===== src/rtl/frame_inject_pkg.sv =====
package frame_inject_pkg;

    // Index of the frame after f in a ring of w frames.
    function automatic int unsigned wrap_next(int unsigned f, int unsigned w);
        return (f + 1 >= w) ? 0 : f + 1;
    endfunction

endpackage


===== src/rtl/frame_shift_adj.sv =====
// Applies a window shift to the injection frame and credit (shift-first stage).
module frame_shift_adj
    import frame_inject_pkg::*;
#(
    parameter int unsigned W     = 4,
    parameter int unsigned FW    = 2,
    parameter int unsigned CW    = 10,
    parameter int unsigned RES_W = 8
) (
    input  logic                 shift_i,
    input  logic [FW-1:0]        head_i,
    input  logic [FW-1:0]        frame_i,
    input  logic signed [CW-1:0] credit_i,
    input  logic [RES_W-1:0]     resv_i,
    output logic [FW-1:0]        frame_o,
    output logic signed [CW-1:0] credit_o
);
    logic signed [CW-1:0] resv_s;
    logic signed [CW-1:0] sum_s;
    logic                 hit;

    assign resv_s = $signed({{(CW-RES_W){1'b0}}, resv_i});
    assign sum_s  = credit_i + resv_s;
    assign hit    = shift_i && (head_i == frame_i);

    always_comb begin
        frame_o  = frame_i;
        credit_o = credit_i;
        if (hit) begin
            frame_o  = FW'(wrap_next(32'(frame_i), W));
            credit_o = (sum_s > resv_s) ? resv_s : sum_s;
        end
    end
endmodule


===== src/rtl/frame_borrow_chain.sv =====
// Unrolled borrow walk: steps forward while credit <= 0 and the next frame is not the head.
module frame_borrow_chain
    import frame_inject_pkg::*;
#(
    parameter int unsigned W     = 4,
    parameter int unsigned FW    = 2,
    parameter int unsigned CW    = 10,
    parameter int unsigned RES_W = 8
) (
    input  logic [FW-1:0]        head_i,
    input  logic [FW-1:0]        frame_i,
    input  logic signed [CW-1:0] credit_i,
    input  logic [RES_W-1:0]     resv_i,
    output logic [FW-1:0]        frame_o,
    output logic signed [CW-1:0] credit_o,
    output logic                 ok_o
);
    localparam logic signed [CW-1:0] ONE  = CW'(1);
    localparam logic signed [CW-1:0] ZERO = '0;

    logic signed [CW-1:0] resv_s;
    logic [FW-1:0]        fr [W];
    logic signed [CW-1:0] cr [W];

    assign resv_s = $signed({{(CW-RES_W){1'b0}}, resv_i});
    assign fr[0]  = frame_i;
    assign cr[0]  = credit_i;

    for (genvar k = 0; k < W - 1; k++) begin : g_step
        logic [FW-1:0] nxt;
        logic          adv;
        assign nxt       = FW'(wrap_next(32'(fr[k]), W));
        assign adv       = (cr[k] < ONE) && (nxt != head_i);
        assign fr[k+1]   = adv ? nxt : fr[k];
        assign cr[k+1]   = adv ? (cr[k] + resv_s) : cr[k];
    end

    assign frame_o  = fr[W-1];
    assign credit_o = cr[W-1];
    assign ok_o     = cr[W-1] > ZERO;
endmodule


===== src/rtl/frame_inject_ctrl.sv =====
module frame_inject_ctrl
    import frame_inject_pkg::*;
#(
    parameter int unsigned W         = 4,
    parameter int unsigned LEN_W     = 4,
    parameter int unsigned RES_W     = 8,
    parameter int unsigned INIT_RESV = 4
) (
    input  logic                                  clk,
    input  logic                                  rst_n,
    input  logic                                  req_valid,
    input  logic [LEN_W-1:0]                      req_len,
    input  logic [((W > 1) ? $clog2(W) : 1)-1:0]  head_frame,
    input  logic                                  shift_pulse,
    input  logic                                  resv_we,
    input  logic [RES_W-1:0]                      resv_val,
    output logic                                  inj_accept,
    output logic                                  inj_stall,
    output logic [((W > 1) ? $clog2(W) : 1)-1:0]  inj_frame
);
    localparam int unsigned FW   = (W > 1) ? $clog2(W) : 1;
    localparam int unsigned CW   = ((RES_W > LEN_W) ? RES_W : LEN_W) + 2;
    localparam int          LMAX = (2 ** LEN_W) - 1;

    typedef struct packed {
        logic [FW-1:0]    frame;
        logic [CW-1:0]    credit;
        logic [RES_W-1:0] resv;
    } inj_state_t;

    inj_state_t st_d, st_q;

    logic [FW-1:0]        sh_frame, bw_frame;
    logic signed [CW-1:0] sh_credit, bw_credit, len_s;
    logic                 bw_ok;

    assign len_s = $signed({{(CW-LEN_W){1'b0}}, req_len});

    frame_shift_adj #(.W(W), .FW(FW), .CW(CW), .RES_W(RES_W)) u_shift (
        .shift_i  (shift_pulse),
        .head_i   (head_frame),
        .frame_i  (st_q.frame),
        .credit_i ($signed(st_q.credit)),
        .resv_i   (st_q.resv),
        .frame_o  (sh_frame),
        .credit_o (sh_credit)
    );

    frame_borrow_chain #(.W(W), .FW(FW), .CW(CW), .RES_W(RES_W)) u_borrow (
        .head_i   (head_frame),
        .frame_i  (sh_frame),
        .credit_i (sh_credit),
        .resv_i   (st_q.resv),
        .frame_o  (bw_frame),
        .credit_o (bw_credit),
        .ok_o     (bw_ok)
    );

    always_comb begin
        st_d        = st_q;
        st_d.frame  = sh_frame;
        st_d.credit = sh_credit;
        if (req_valid) begin
            st_d.frame  = bw_frame;
            st_d.credit = bw_ok ? (bw_credit - len_s) : bw_credit;
        end
        if (resv_we) begin
            st_d.resv = resv_val;
        end
    end

    always_ff @(posedge clk) begin
        if (!rst_n) begin
            st_q.frame  <= FW'(1);
            st_q.credit <= CW'(INIT_RESV);
            st_q.resv   <= RES_W'(INIT_RESV);
        end else begin
            st_q <= st_d;
        end
    end

    assign inj_accept = req_valid && bw_ok;
    assign inj_stall  = req_valid && !bw_ok;
    assign inj_frame  = bw_frame;

    // an accepted packet is never tagged with the head frame
    p_tag_not_head_r8: assert property (@(posedge clk) disable iff (!rst_n)
        inj_accept |-> (inj_frame != head_frame));

    // overdraft never goes below minus the longest packet
    p_credit_floor_r2: assert property (@(posedge clk) disable iff (!rst_n)
        int'($signed(st_q.credit)) >= -LMAX);

    // a shift onto the injection frame pushes the injection frame forward
    p_shift_moves_r5: assert property (@(posedge clk) disable iff (!rst_n)
        (shift_pulse && !req_valid && head_frame == st_q.frame)
        |=> (st_q.frame != $past(st_q.frame)));

    // quiet cycles leave frame and credit untouched
    p_idle_hold_r9: assert property (@(posedge clk) disable iff (!rst_n)
        (!req_valid && !shift_pulse)
        |=> ($stable(st_q.frame) && $stable(st_q.credit)));

    // stall and accept are exclusive answers to a request
    p_one_answer_r4: assert property (@(posedge clk) disable iff (!rst_n)
        req_valid |-> $onehot({inj_accept, inj_stall}));
endmodule


===== config.mk =====
export PLATFORM = sky130hd
export DESIGN_NAME = frame_inject_ctrl
export DESIGN_NICKNAME = d
export VERILOG_FILES = /design/src/rtl/frame_inject_pkg.sv /design/src/rtl/frame_shift_adj.sv /design/src/rtl/frame_borrow_chain.sv /design/src/rtl/frame_inject_ctrl.sv
export SDC_FILE = /design/constraint.sdc
export NUM_CORES = 1
export LEC_CHECK = 0
export ABC_AREA = 1
export BUFFER_PORTS_ARGS = -buffer_cell sky130_fd_sc_hd__buf_4
export CAP_MARGIN = 0
export CORE_UTILIZATION = 35
export CTS_CLUSTER_SIZE = 24
export DETAILED_ROUTE_END_ITERATION = 8
export SYNTH_ARGS = -nofsm -noshare
export SYNTH_HDL_FRONTEND = slang
export SYNTH_SLANG_ARGS = --single-unit

===== constraint.sdc =====
create_clock -name clk -period 16.6 [get_ports clk]
set_clock_uncertainty 0.2 [all_clocks]
set_input_delay 1.66 -clock clk [delete_from_list [all_inputs] [get_ports clk]]
set_output_delay 1.66 -clock clk [all_outputs]
set_load 0.01 [all_outputs]

### After elaboration in Yosys (flattened, before gate mapping)

Cells that the tools add are included.

* bits in latches: 0
* ROM bits: 0
* memory bits (writable): 0
* memories: 0
* output and inout bits: 4
* input port bits: 19
* word-level logic and storage cells: 47
* bits in registers: 20

* div/mod/pow operators: 0
* multiplexer cells: 15
* bitwise logic cells: 0
* $lt $le $gt $ge: 9
* equal/unequal tests: 4
* reductions and logical operators: 7
* shift operators: 0
* multiply operators: 0
* add/subtract/negate cells: 9

Operator list (number)
* $mux 10: 6
* $add 10x9->10: 4
* $lt 10x2->1 const B: 3
* $mux 2: 8
* $add 2x1->3 const B: 4
* $ge 3x3->1 const B: 4
* $mux 12: 1
* $gt 10x1->1 const B: 1
* $gt 10x9->1: 1
* $sub 10x5->10: 1
* $logic_and 1x1->1: 6
* $ne 2x2->1: 3
* $eq 2x2->1: 1
* $logic_not 1->1: 1

### Longest topological paths before layout

Gate-level depths: netlist of run 1.

* depth after elaboration: 25
* gate-level depth with buffers: 63
* gate-level depth less buffers: 62

### By module

A second synthesis of run 1 with hierarchy kept.

* cell total of the unflattened synthesis: 701
* area, all modules: 4053.9 um^2

By module, submodules not included
* frame_borrow_chain: instances 1, cells each 355, sequential area each 0.0 um^2, area an instance 1998.2 um^2
* frame_inject_ctrl: instances 1, cells each 164, sequential area each 400.4 um^2, area an instance 1084.8 um^2
* frame_shift_adj: instances 1, cells each 182, sequential area each 0.0 um^2, area an instance 970.9 um^2

### Worst setup path before layout of run 1

No wires, ideal clock.

* kind: flip-flop to output port
* start point: reg st_q[1] (netlist name)
* end point: out inj_stall
* setup slack: 7.901 ns
* required time: 14.740 ns
* arrival time: 6.839 ns
* cell stages (with the launch flop): 55
* buffers on the path: 2
* cell sequence: dfxtp_1 inv_1 fa_1 nand3b_1 nand2_1 xnor2_1 inv_1 ha_1 nand2_1 nor2_1 nand2_1 nand3_1 nand2_1 nand2_1 nand2_1 nand2_2 nand2_4 nand2_1 (+19 left out) buf_6 nand2_1 nand2_1 inv_1 ha_1 a21o_1 a21oi_1 o21ai_0 a21oi_1 o21ai_0 a21oi_1 nor2_1 xnor2_1 nand2_1 o21ai_1 inv_2 buf_2 a21oi_2

* longest elaborated chain between the ends: 22
* elaborated cells on any way between the ends: 29
* those cells by class: add/sub: 6; order compare: 7; eq/ne: 2; mux: 9; reduce/logical: 5

RTL lines
* start: declaration: line frame_inject_ctrl.sv:31 `inj_state_t st_d, st_q;`
* start signal: assignment: line frame_inject_ctrl.sv:78 `st_q <= st_d;`
* $add 10x9->10: line frame_shift_adj.sv:23 `assign sum_s = credit_i + resv_s;`
* $gt 10x9->1: line frame_shift_adj.sv:31 `credit_o = (sum_s > resv_s) ? resv_s : sum_s;`
* $mux 10: line frame_shift_adj.sv:31
* $mux 10: line frame_shift_adj.sv:29 `if (hit) begin`
* $lt 10x2->1: line frame_borrow_chain.sv:33 `assign adv = (cr[k] < ONE) && (nxt != head_i);`
* $logic_and 1x1->1: line frame_borrow_chain.sv:33
* $mux 2: line frame_borrow_chain.sv:34 `assign fr[k+1] = adv ? nxt : fr[k];`
* $add 2x1->3: line frame_inject_pkg.sv:5 `return (f + 1 >= w) ? 0 : f + 1;`
* (+6 left out)
* $ge 3x3->1: line frame_inject_pkg.sv:5
* $mux 2: line frame_inject_pkg.sv:5
* $ne 2x2->1: line frame_borrow_chain.sv:33
* $logic_and 1x1->1: line frame_borrow_chain.sv:33
* $mux 10 *: line frame_borrow_chain.sv:35 `assign cr[k+1] = adv ? (cr[k] + resv_s) : cr[k];`
* $gt 10x1->1 *: line frame_borrow_chain.sv:40 `assign ok_o = cr[W-1] > ZERO;`
* $logic_not 1->1 *: line frame_inject_ctrl.sv:83 `assign inj_stall = req_valid && !bw_ok;`
* $logic_and 1x1->1 *: line frame_inject_ctrl.sv:83
* end: declaration: line frame_inject_ctrl.sv:18 `output logic inj_stall,`

Mark *: on every way between the ends. The rest lies on a longest branch, timed or not.

### Worst setup path after layout of run 1

* start point: reg st_q[1] (netlist name)
* end point: out inj_accept

* longest elaborated chain between the ends: 21
* elaborated cells on any way between the ends: 28
* those cells by class: add/sub: 6; order compare: 7; eq/ne: 2; mux: 9; reduce/logical: 4

RTL lines
* $add 10x9->10: line frame_shift_adj.sv:23
* $gt 10x9->1: line frame_shift_adj.sv:31
* $mux 10: line frame_shift_adj.sv:31
* $mux 10: line frame_shift_adj.sv:29
* $lt 10x2->1: line frame_borrow_chain.sv:33
* $logic_and 1x1->1: line frame_borrow_chain.sv:33
* $mux 2: line frame_borrow_chain.sv:34
* $add 2x1->3: line frame_inject_pkg.sv:5
* (+5 left out)
* $add 2x1->3: line frame_inject_pkg.sv:5
* $ge 3x3->1: line frame_inject_pkg.sv:5
* $mux 2: line frame_inject_pkg.sv:5
* $ne 2x2->1: line frame_borrow_chain.sv:33
* $logic_and 1x1->1: line frame_borrow_chain.sv:33
* $mux 10 *: line frame_borrow_chain.sv:35
* $gt 10x1->1 *: line frame_borrow_chain.sv:40
* $logic_and 1x1->1 *: line frame_inject_ctrl.sv:82 `assign inj_accept = req_valid && bw_ok;`
* end: declaration: line frame_inject_ctrl.sv:17 `output logic inj_accept,`

Marked as above.

==> run summary, run 1 <==
Residual DRC - 0
R2R depth - 59
Ant. Diodes - 0
Cell count after synthesis - 640
Fin cells - 796
Initial antenna violation count - 0
Most common cell after layout, fill and taps aside - nand2_1
Post-Syn Nets - 709
FP Rows - 38
Synthesis-to-finish area growth - 8.93%
Largest family of logic cells by synthesized area - simple AND/OR/NAND/NOR gates
Final hold slack - 0.480 ns
Die Wd - 108 um
Setup TNS - 0 ns
Post_cts resized - 0
Post-synth design cell area - 3940 um2
Clk_lat worst skew - 0.27 ns
Met2 Track Usage GR - 31.3%
Final nets - 726
Htree depth - 1
Worst relative slew slack - 62.8%
Top reg by flops - st_q
Multiplexer share of the synthesized area - 0%
WL/cell - 13.3 um
R2R setup slack - 7.75 ns
M1 GR Usage - 26.9%
Final setup viols - 0
Minimum clock period - 10.20 ns
Detailed Route Iter0 Violations - 219
Port buffer count - 22
Worst r2r dst - st_q[15]$_SDFF_PN0_
All-Layer GR Usage - 19.2%
Core ar. - 10,900 um2
Yosys reg bits - 20
Slowest cell on the critical path - dfxtp_1
Status - complete, no violations
Final Hold Vio Count - 0
I/O pin count - 23
Hold Path Stages - 2
GRT overflow - 0
Clock buffer depth - 2
Drt pass-1 iters - 5
Root Buffer - clkbuf_8
Crit path launch type - register
Hpwl dp - 8.68 mm
Cell mode on critical path - nand2_1
Start point of the worst hold path - st_q[2]$_SDFFE_PN1P_
CP Max Fanout - 18
Fraction of layout cells with a size suffix above 1 - 12.0%
CTS sink count - 20
Dpl cells - 792
CTS tree - yes
Endpoint type of the worst setup path - output pin
Highest Clock Rate - 98.1 MHz
Global-route wire length before repair - 17.8 mm
RSZ-0062 raised after global routing - no
Number of buffers added for setup after CTS - 0
CP Class - reg -> out
Synth Area in Compound Gates - 11.9%
Vias in the first global route - 3,779
Synth warn - 0
Post-route ant nets - 0
Tcrit/Tclk final - 61.4%
Library cells used by synthesis - 41
Hold EP - st_q[2]$_SDFFE_PN1P_
WL final - 10.6 mm
Adder-Cell Fraction of Synth Area - 16.9%
Post-Synth XOR/XNOR Area - 8.84%
Met3 usage - 1.69%
DIE HEIGHT - 108 um
WP data arrival - 8.34 ns
CTS Hold Buffers Added - 0
Max reg flops - 20
Largest net degree at the start of global routing - 21
Top flop regs - st_q: 20 flops
Slew @ Worst Pin - 0.558 ns
Die Footprint - 11,700 um2
Placer Congestion - 0.893
Max-cap violation count - 0
Worst-path clk slew - 0.08 ns
Required time of the critical path - 14.74 ns
Syn_area_per_cell - 6.15 um2
Worst min-delay path category - reg -> reg
Layer with the highest usage - met2
Slowest Stage Delay on Critical Path - 0.68 ns
Most frequent cells in the layout - nand2_1, inv_1, nand3_1
Clock buffer count from CTS - 3
Reg-to-Reg Start - st_q[1]$_SDFFE_PN0P_
# fillers - 1,180
Initial Util - 36.1%
Seq/Total Area, Yosys - 10.2%
Slew Limit Fails - 0
Vias - 4,003
Via density - 5.03
Simple-gate share of the synthesized area - 40.4%
critical path: cells and delay by family, from the launching register on:
kind	cells	cell delay (ns)
buffers and inverters	5	0.60
adder cells (fa/ha/maj)	5	1.72
AO/OA/AOI/OAI	8	1.23
flip-flops	1	0.68
AND/OR/NAND/NOR	34	3.37
XOR/XNOR	3	0.44
Yosys cell counts (all sizes together):
master	number	area share, %
a211oi	1	0.19
a21boi	1	0.19
a21o	2	0.38
a21oi	35	4.6
a31oi	1	0.16
buf	6	1.1
clkbuf	4	0.38
dfxtp	20	10
fa	5	2.5
ha	45	14
inv	108	10
nand2	199	22
nand3	77	11
nand3b	8	1.5
nand4	7	1.1
nor2	32	3.6
nor3	2	0.25
nor4	1	0.16
o211ai	2	0.38
o21a	1	0.22
o21ai	35	5.1
o21bai	3	0.57
or2	7	1.1
xnor2	19	4.2
xor2	19	4.6
cell type report:
cell class	instances	area [um2]	area share [%]
inverter	108	408	9.52
sequential	20	400	9.34
clock inverter	1	30.0	0.701
multi-input combinational	502	3070	71.5
clock buffer	3	41.3	0.963
timing repair buffer	22	165	3.85
tap	140	175	4.09
per-layer routing:
metal  wire (um)  vias up
met2        4690      108
met5           0        -
met4         160        0
met1        5220     1801
li1            -     2085
met3         493        9
through the flow:
stage	setup WS [ns]	cell area, um2	util, %
4_1_cts	6.42	4290	39.4
2_1_floorplan	7.90	3940	-
3_3_place_gp	6.91	4220	38.7
6_report	6.40	4290	39.4
3_5_place_dp	6.75	4220	38.7
5_1_grt	5.51	4290	39.4
worst max-delay path by stage:
stage / slack, ns / endpoint / start
floorplan: 7.90 / inj_stall / st_q[1]$_SDFFE_PN0P_
global placement: 6.91 / inj_accept / st_q[1]$_SDFFE_PN0P_
detailed placement: 6.75 / inj_accept / st_q[1]$_SDFFE_PN0P_
CTS: 6.42 / inj_accept / st_q[1]$_SDFFE_PN0P_
global route: 5.51 / inj_accept / st_q[1]$_SDFFE_PN0P_
finish: 6.40 / inj_accept / st_q[1]$_SDFFE_PN0P_
logic make-up (layout without fill, tap and decap cells):
kind of cell               Yosys count  after routing
AOI/OAI and AO/OA                   81             81
xor gates and xnor gates            38             38
adders and majority gates           50             50
buffers and inverters              118            134
DFF                                 20             20
and+or+nand+nor                    333            333
Power of run 1 is not shown: default switching activity piles up to over one toggle a cycle in this logic, so the estimate is an artifact.
==> run 2, diff against run 1 <==
ABC_AREA = 0   (was 1)
clock period = 10.3 ns   (was 16.6 ns; I/O delays follow)
==> run 2 against run 1 <==
Compared with the run above: die area grew 1.3%; sequential share of layout area shrank 0.72 points; cell area grew 8.6%; flip-flop and latch count is the same; area after synthesis grew 1.3%; count of clock-buffer cells in the layout is the same; global-route usage grew 0.71 points; highest routed layer unchanged.
==> run summary, run 2 <==
Status - complete, no violations
Final Hold Vio Count - 0
Vias - 3,846
Worst relative slew slack - 57.6%
Worst r2r dst - st_q[12]$_SDFF_PN0_
Endpoint type of the worst setup path - output pin
Start point of the worst hold path - st_q[2]$_SDFFE_PN1P_
Initial antenna violation count - 0
Core ar. - 11,000 um2
WL/cell - 17.4 um
Seq/Total Area, Yosys - 10.0%
CTS sink count - 20
Die Footprint - 11,800 um2
Top flop regs - st_q: 20 flops
Cell mode on critical path - a21oi_2
Dpl cells - 663
Largest net degree at the start of global routing - 22
Max reg flops - 20
Top reg by flops - st_q
Ant. Diodes - 0
WP data arrival - 8.68 ns
Yosys reg bits - 20
Slowest Stage Delay on Critical Path - 0.47 ns
Highest Clock Rate - 101 MHz
Worst min-delay path category - reg -> reg
Setup crit end - inj_stall
Crit path launch type - register
Fraction of layout cells with a size suffix above 1 - 21.3%
Worst-path clk slew - 0.06 ns
Reg-to-Reg Start - st_q[1]$_SDFFE_PN0P_
R2R setup slack - 0.59 ns
Tcrit/Tclk final - 96.2%
FP Rows - 38
Clk_lat worst skew - 0.25 ns
Vias in the first global route - 3,687
CP Class - reg -> out
GRT overflow - 0
Post-synth design cell area - 3990 um2
Library cells used by synthesis - 77
Via density - 5.69
Synth top area cells - ha_1, dfxtp_1, xnor2_1, mux2i_1, mux2_2
Post-synth top area cell - ha_1
Worst setup path startpoint - st_q[1]$_SDFFE_PN0P_
Htree depth - 1
I/O pin count - 23
Most frequent cells in the layout - buf_4, ha_1, nand2_1
Initial Util - 36.3%
Port buffer count - 22
CTS tree - yes
Slowest cell on the critical path - fa_1
Post-route ant nets - 0
Clock buffer depth - 2
Most common cell after layout, fill and taps aside - buf_4
Post-synth top cells - ha_1, nand2_1, inv_1, a21oi_1, nor2_1
Final nets - 607
DIE HEIGHT - 109 um
Syn_area_per_cell - 8.02 um2
Cell count after synthesis - 497
Hpwl dp - 9.42 mm
Slew @ Worst Pin - 0.630 ns
All-Layer GR Usage - 19.9%
Count leader, synth - ha_1
Global-route wire length before repair - 18.5 mm
Placer Congestion - 0.886
Register area - 402 um2
Residual DRC - 0
Max-cap violation count - 0
Multi-input combinational cell area - 3520 um2
Minimum clock period - 9.91 ns
R2R depth - 43
# fillers - 1,091
Required time of the critical path - 9.07 ns
Post-Syn Nets - 566
WL final - 11.8 mm
Hold Path Stages - 2
Detailed Route Iter0 Violations - 298
Synthesis-to-finish area growth - 16.9%
Post-synth EDFFs - 0
Slew Limit Fails - 0
Die Wd - 109 um
Final setup viols - 0
CP Max Fanout - 9
Ys flop type - dfxtp_1
Root Buffer - clkbuf_16
Synth warn - 0
Drt pass-1 iters - 4
Top cell type's share of synthesized area - 14.1%
Fin cells - 676
FFs w/ async S/R, synth - 0%
Clock buffer count from CTS - 3
run 2: cell count changes after synthesis, sizes merged, moves of 13 or more:
cell,delta
mux2,+19
o21ai,-13
nand3,-58
nor2b,+14
a31oi,+13
inv,-75
nand2,-156
mux2i,+24
run 2: repair_timing:
item | in CTS | in global routing
endpoints found under the setup margin | 0 | 11
gates resized for setup | 0 | 23
setup buffers | 0 | 9
hold buffers | 0 | 0
run 2: cells by family (layout without fill, tap and decap cells):
| kind of cell | after synthesis | in the layout | share of synthesized area, % |
|---|---|---|---|
| adder cells (fa/ha/maj) | 50 | 50 | 16.6 |
| buffers and inverters | 46 | 84 | 4.62 |
| flip-flops | 20 | 20 | 10.0 |
| AND/OR/NAND/NOR | 154 | 155 | 21.3 |
| AO/OA/AOI/OAI | 151 | 151 | 27.8 |
| XOR/XNOR | 33 | 33 | 7.25 |
| multiplexers | 43 | 43 | 12.4 |
run 2: critical path, delay by kind of cell (launching register included):
kind | cells | cell delay (ns)
buffers and inverters | 4 | 0.58
adders and majority gates | 5 | 1.74
AOI/OAI and AO/OA | 15 | 2.48
xor gates and xnor gates | 2 | 0.37
and+or+nand+nor | 10 | 2.20
muxes | 2 | 0.68
DFF | 1 | 0.36
run 2: worst min path at each step:
stage / to / slack, ns
floorplan: st_q[2]$_SDFFE_PN1P_ / 0.35
global placement: st_q[2]$_SDFFE_PN1P_ / 0.42
detailed placement: st_q[2]$_SDFFE_PN1P_ / 0.44
CTS: st_q[2]$_SDFFE_PN1P_ / 0.45
global route: st_q[2]$_SDFFE_PN1P_ / 0.44
finish: st_q[2]$_SDFFE_PN1P_ / 0.42
run 2: area by class of cell:
class                           count  share of cell area (%)
Sequential cell                    20                    8.62
Inverter                           33                    2.66
Multi-Input combinational cell    432                    75.5
Clock buffer                        3                    1.61
Tap cell                          140                    3.76
Timing Repair Buffer               48                    7.82
run 2: through the flow:
step / hold WS, ns / area (um2) / TNS [ns] / setup WS [ns] / util, %
5_1_grt: 0.441 / 4660 / -0.100 / -0.0593 / 42.4
2_1_floorplan: 0.348 / 3990 / 0 / 0.861 / -
6_report: 0.418 / 4660 / 0 / 0.391 / 42.4
4_1_cts: 0.455 / 4470 / 0 / 0.0352 / 40.7
3_3_place_gp: 0.424 / 4390 / 0 / 0.336 / 40.0
3_5_place_dp: 0.443 / 4390 / 0 / 0.360 / 40.0
run 2: layer usage:
| layer | global-route usage [%] | vias to the layer above | wire, um |
|---|---|---|---|
| li1 | - | 1920 | - |
| met1 | 26.6 | 1847 | 5610 |
| met2 | 35.0 | 65 | 5660 |
| met3 | 1.14 | 14 | 315 |
| met4 | 4.25 | 0 | 162 |
| met5 | 0 | - | 0 |
Power of run 2 is left out for the same reason.
==> run 3, diff against run 2 <==
RECOVER_POWER = 50   (was not set)
==> run 3 against run 2 <==
Compared with the run above: flip-flop and latch count unchanged; first-iteration DRC count is 1.7% higher; highest routed layer unchanged; via count is 0.34% lower; register-to-register slack better by 0.02 ns; non-clock buffer count unchanged; die area is the same; wire length is essentially flat; critical endpoint unchanged.
==> run summary, run 3 (synthesized netlist as in run 2, its figures left out) <==
Status - complete, no violations
Top flop regs - st_q: 20 flops
CTS tree - yes
WL met1 - 5.53 mm
Slew Limit Fails - 0
Initial antenna violation count - 0
Drt pass-1 iters - 5
Residual DRC - 0
Clock buffer depth - 2
CTS Hold Buffers Added - 0
CP bufs+invs - 4
Worst min-delay path category - reg -> reg
Slowest Stage Delay on Critical Path - 0.47 ns
Via density - 5.67
Final instance area - 4650 um2
Met2 routed WL - 5.69 mm
Tcrit/Tclk final - 96.1%
Endpoint type of the worst setup path - output pin
Final nets - 607
Cell mode on critical path - a21oi_2
# fillers - 1,095
Most common cell after layout, fill and taps aside - buf_4
Crit path max-delay family - compound AO/OA/AOI/OAI gates
I/O pin count - 23
Met3 Wirelength - 360 um
Die Wd - 109 um
Port buffer count - 22
CTS sink count - 20
Highest Clock Rate - 101 MHz
WL final - 11.7 mm
Vias - 3,833
Placer Congestion - 0.886
Initial Util - 36.3%
Top reg by flops - st_q
Vias in the first global route - 3,687
Worst-path clk slew - 0.06 ns
Clk_lat worst skew - 0.25 ns
R2R setup slack - 0.61 ns
Root Buffer - clkbuf_16
Most frequent cells in the layout - buf_4, ha_1, nand2_1
Synthesis-to-finish area growth - 16.6%
Ant. Diodes - 0
Required time of the critical path - 9.07 ns
Post-place instance area - 4390 um2
Worst relative slew slack - 38.8%
Detailed Route Iter0 Violations - 303
WL/cell - 17.4 um
Final setup viols - 0
Max reg flops - 20
Hpwl dp - 9.42 mm
Post-route ant nets - 0
Minimum clock period - 9.90 ns
Crit path launch type - register
Htree depth - 1
WP data arrival - 8.67 ns
CP Class - reg -> out
Max-cap violation count - 0
CP Max Fanout - 9
Clock buffer count from CTS - 3
All-Layer GR Usage - 19.9%
Die Footprint - 11,800 um2
Largest net degree at the start of global routing - 22
Final Hold Vio Count - 0
DIE HEIGHT - 109 um
DR top layer - met4
Slew @ Worst Pin - 0.917 ns
Dpl ws - 0.360 ns
Core ar. - 11,000 um2
GRT overflow - 0
Worst setup margin - 0.402 ns
Slowest cell on the critical path - fa_1
Fraction of layout cells with a size suffix above 1 - 20.9%
FP Rows - 38
Global-route wire length before repair - 18.5 mm
run 3: cell types whose count changed in the layout (fill, tap and decap cells not counted):
cell,previous run,this run
buf_4,47,46
o41ai_2,2,1
o41ai_1,0,1
clkbuf_1,0,1
run 3: worst min-delay path: stages (launching register included):
cell and delay (ns):
dfxtp_2 0.36, inv_1 0.12, o211ai_1 0.09
run 3: final timing paths:
path / start / to / depth (start not counted)
hold / removal: st_q[2]$_SDFFE_PN1P_ / st_q[2]$_SDFFE_PN1P_ / 2
hold reg to reg: st_q[2]$_SDFFE_PN1P_ / st_q[2]$_SDFFE_PN1P_ / 2
setup / recovery: st_q[1]$_SDFFE_PN0P_ / inj_stall / 38
setup reg to reg: st_q[1]$_SDFFE_PN0P_ / st_q[12]$_SDFF_PN0_ / 42
run 3: stage by stage:
step,utilization (%),TNS [ns],std cells,hold slack [ns]
after CTS,40.7,0,666,0.455
after global placement,40.0,0,663,0.424
after global routing,42.3,-0.0877,676,0.441
final,42.3,0,676,0.418
after floorplan,-,0,497,0.348
after detailed placement,40.0,0,663,0.443
run 3: layout make-up:
type	instances	area [um2]	area share, %
repair buffers	48	360	7.76
flip-flops and latches	20	402	8.65
multi-input cells	432	3510	75.5
inverters	33	124	2.67
well taps	140	175	3.77
clock buffers	3	75.1	1.62
run 3: repair_timing:
action,4_1_cts,5_1_grt
setup buffers,0,9
setup endpoints to repair,0,11
gates resized for setup,0,23
run 3: per-layer routing:
layer  global-route usage, %  vias to the layer above
met1                    26.6                     1837
met3                    1.14                       14
met4                    4.25                        0
met5                       0                        -
met2                    35.0                       62
li1                        -                     1920
Power of run 3 is left out for the same reason.
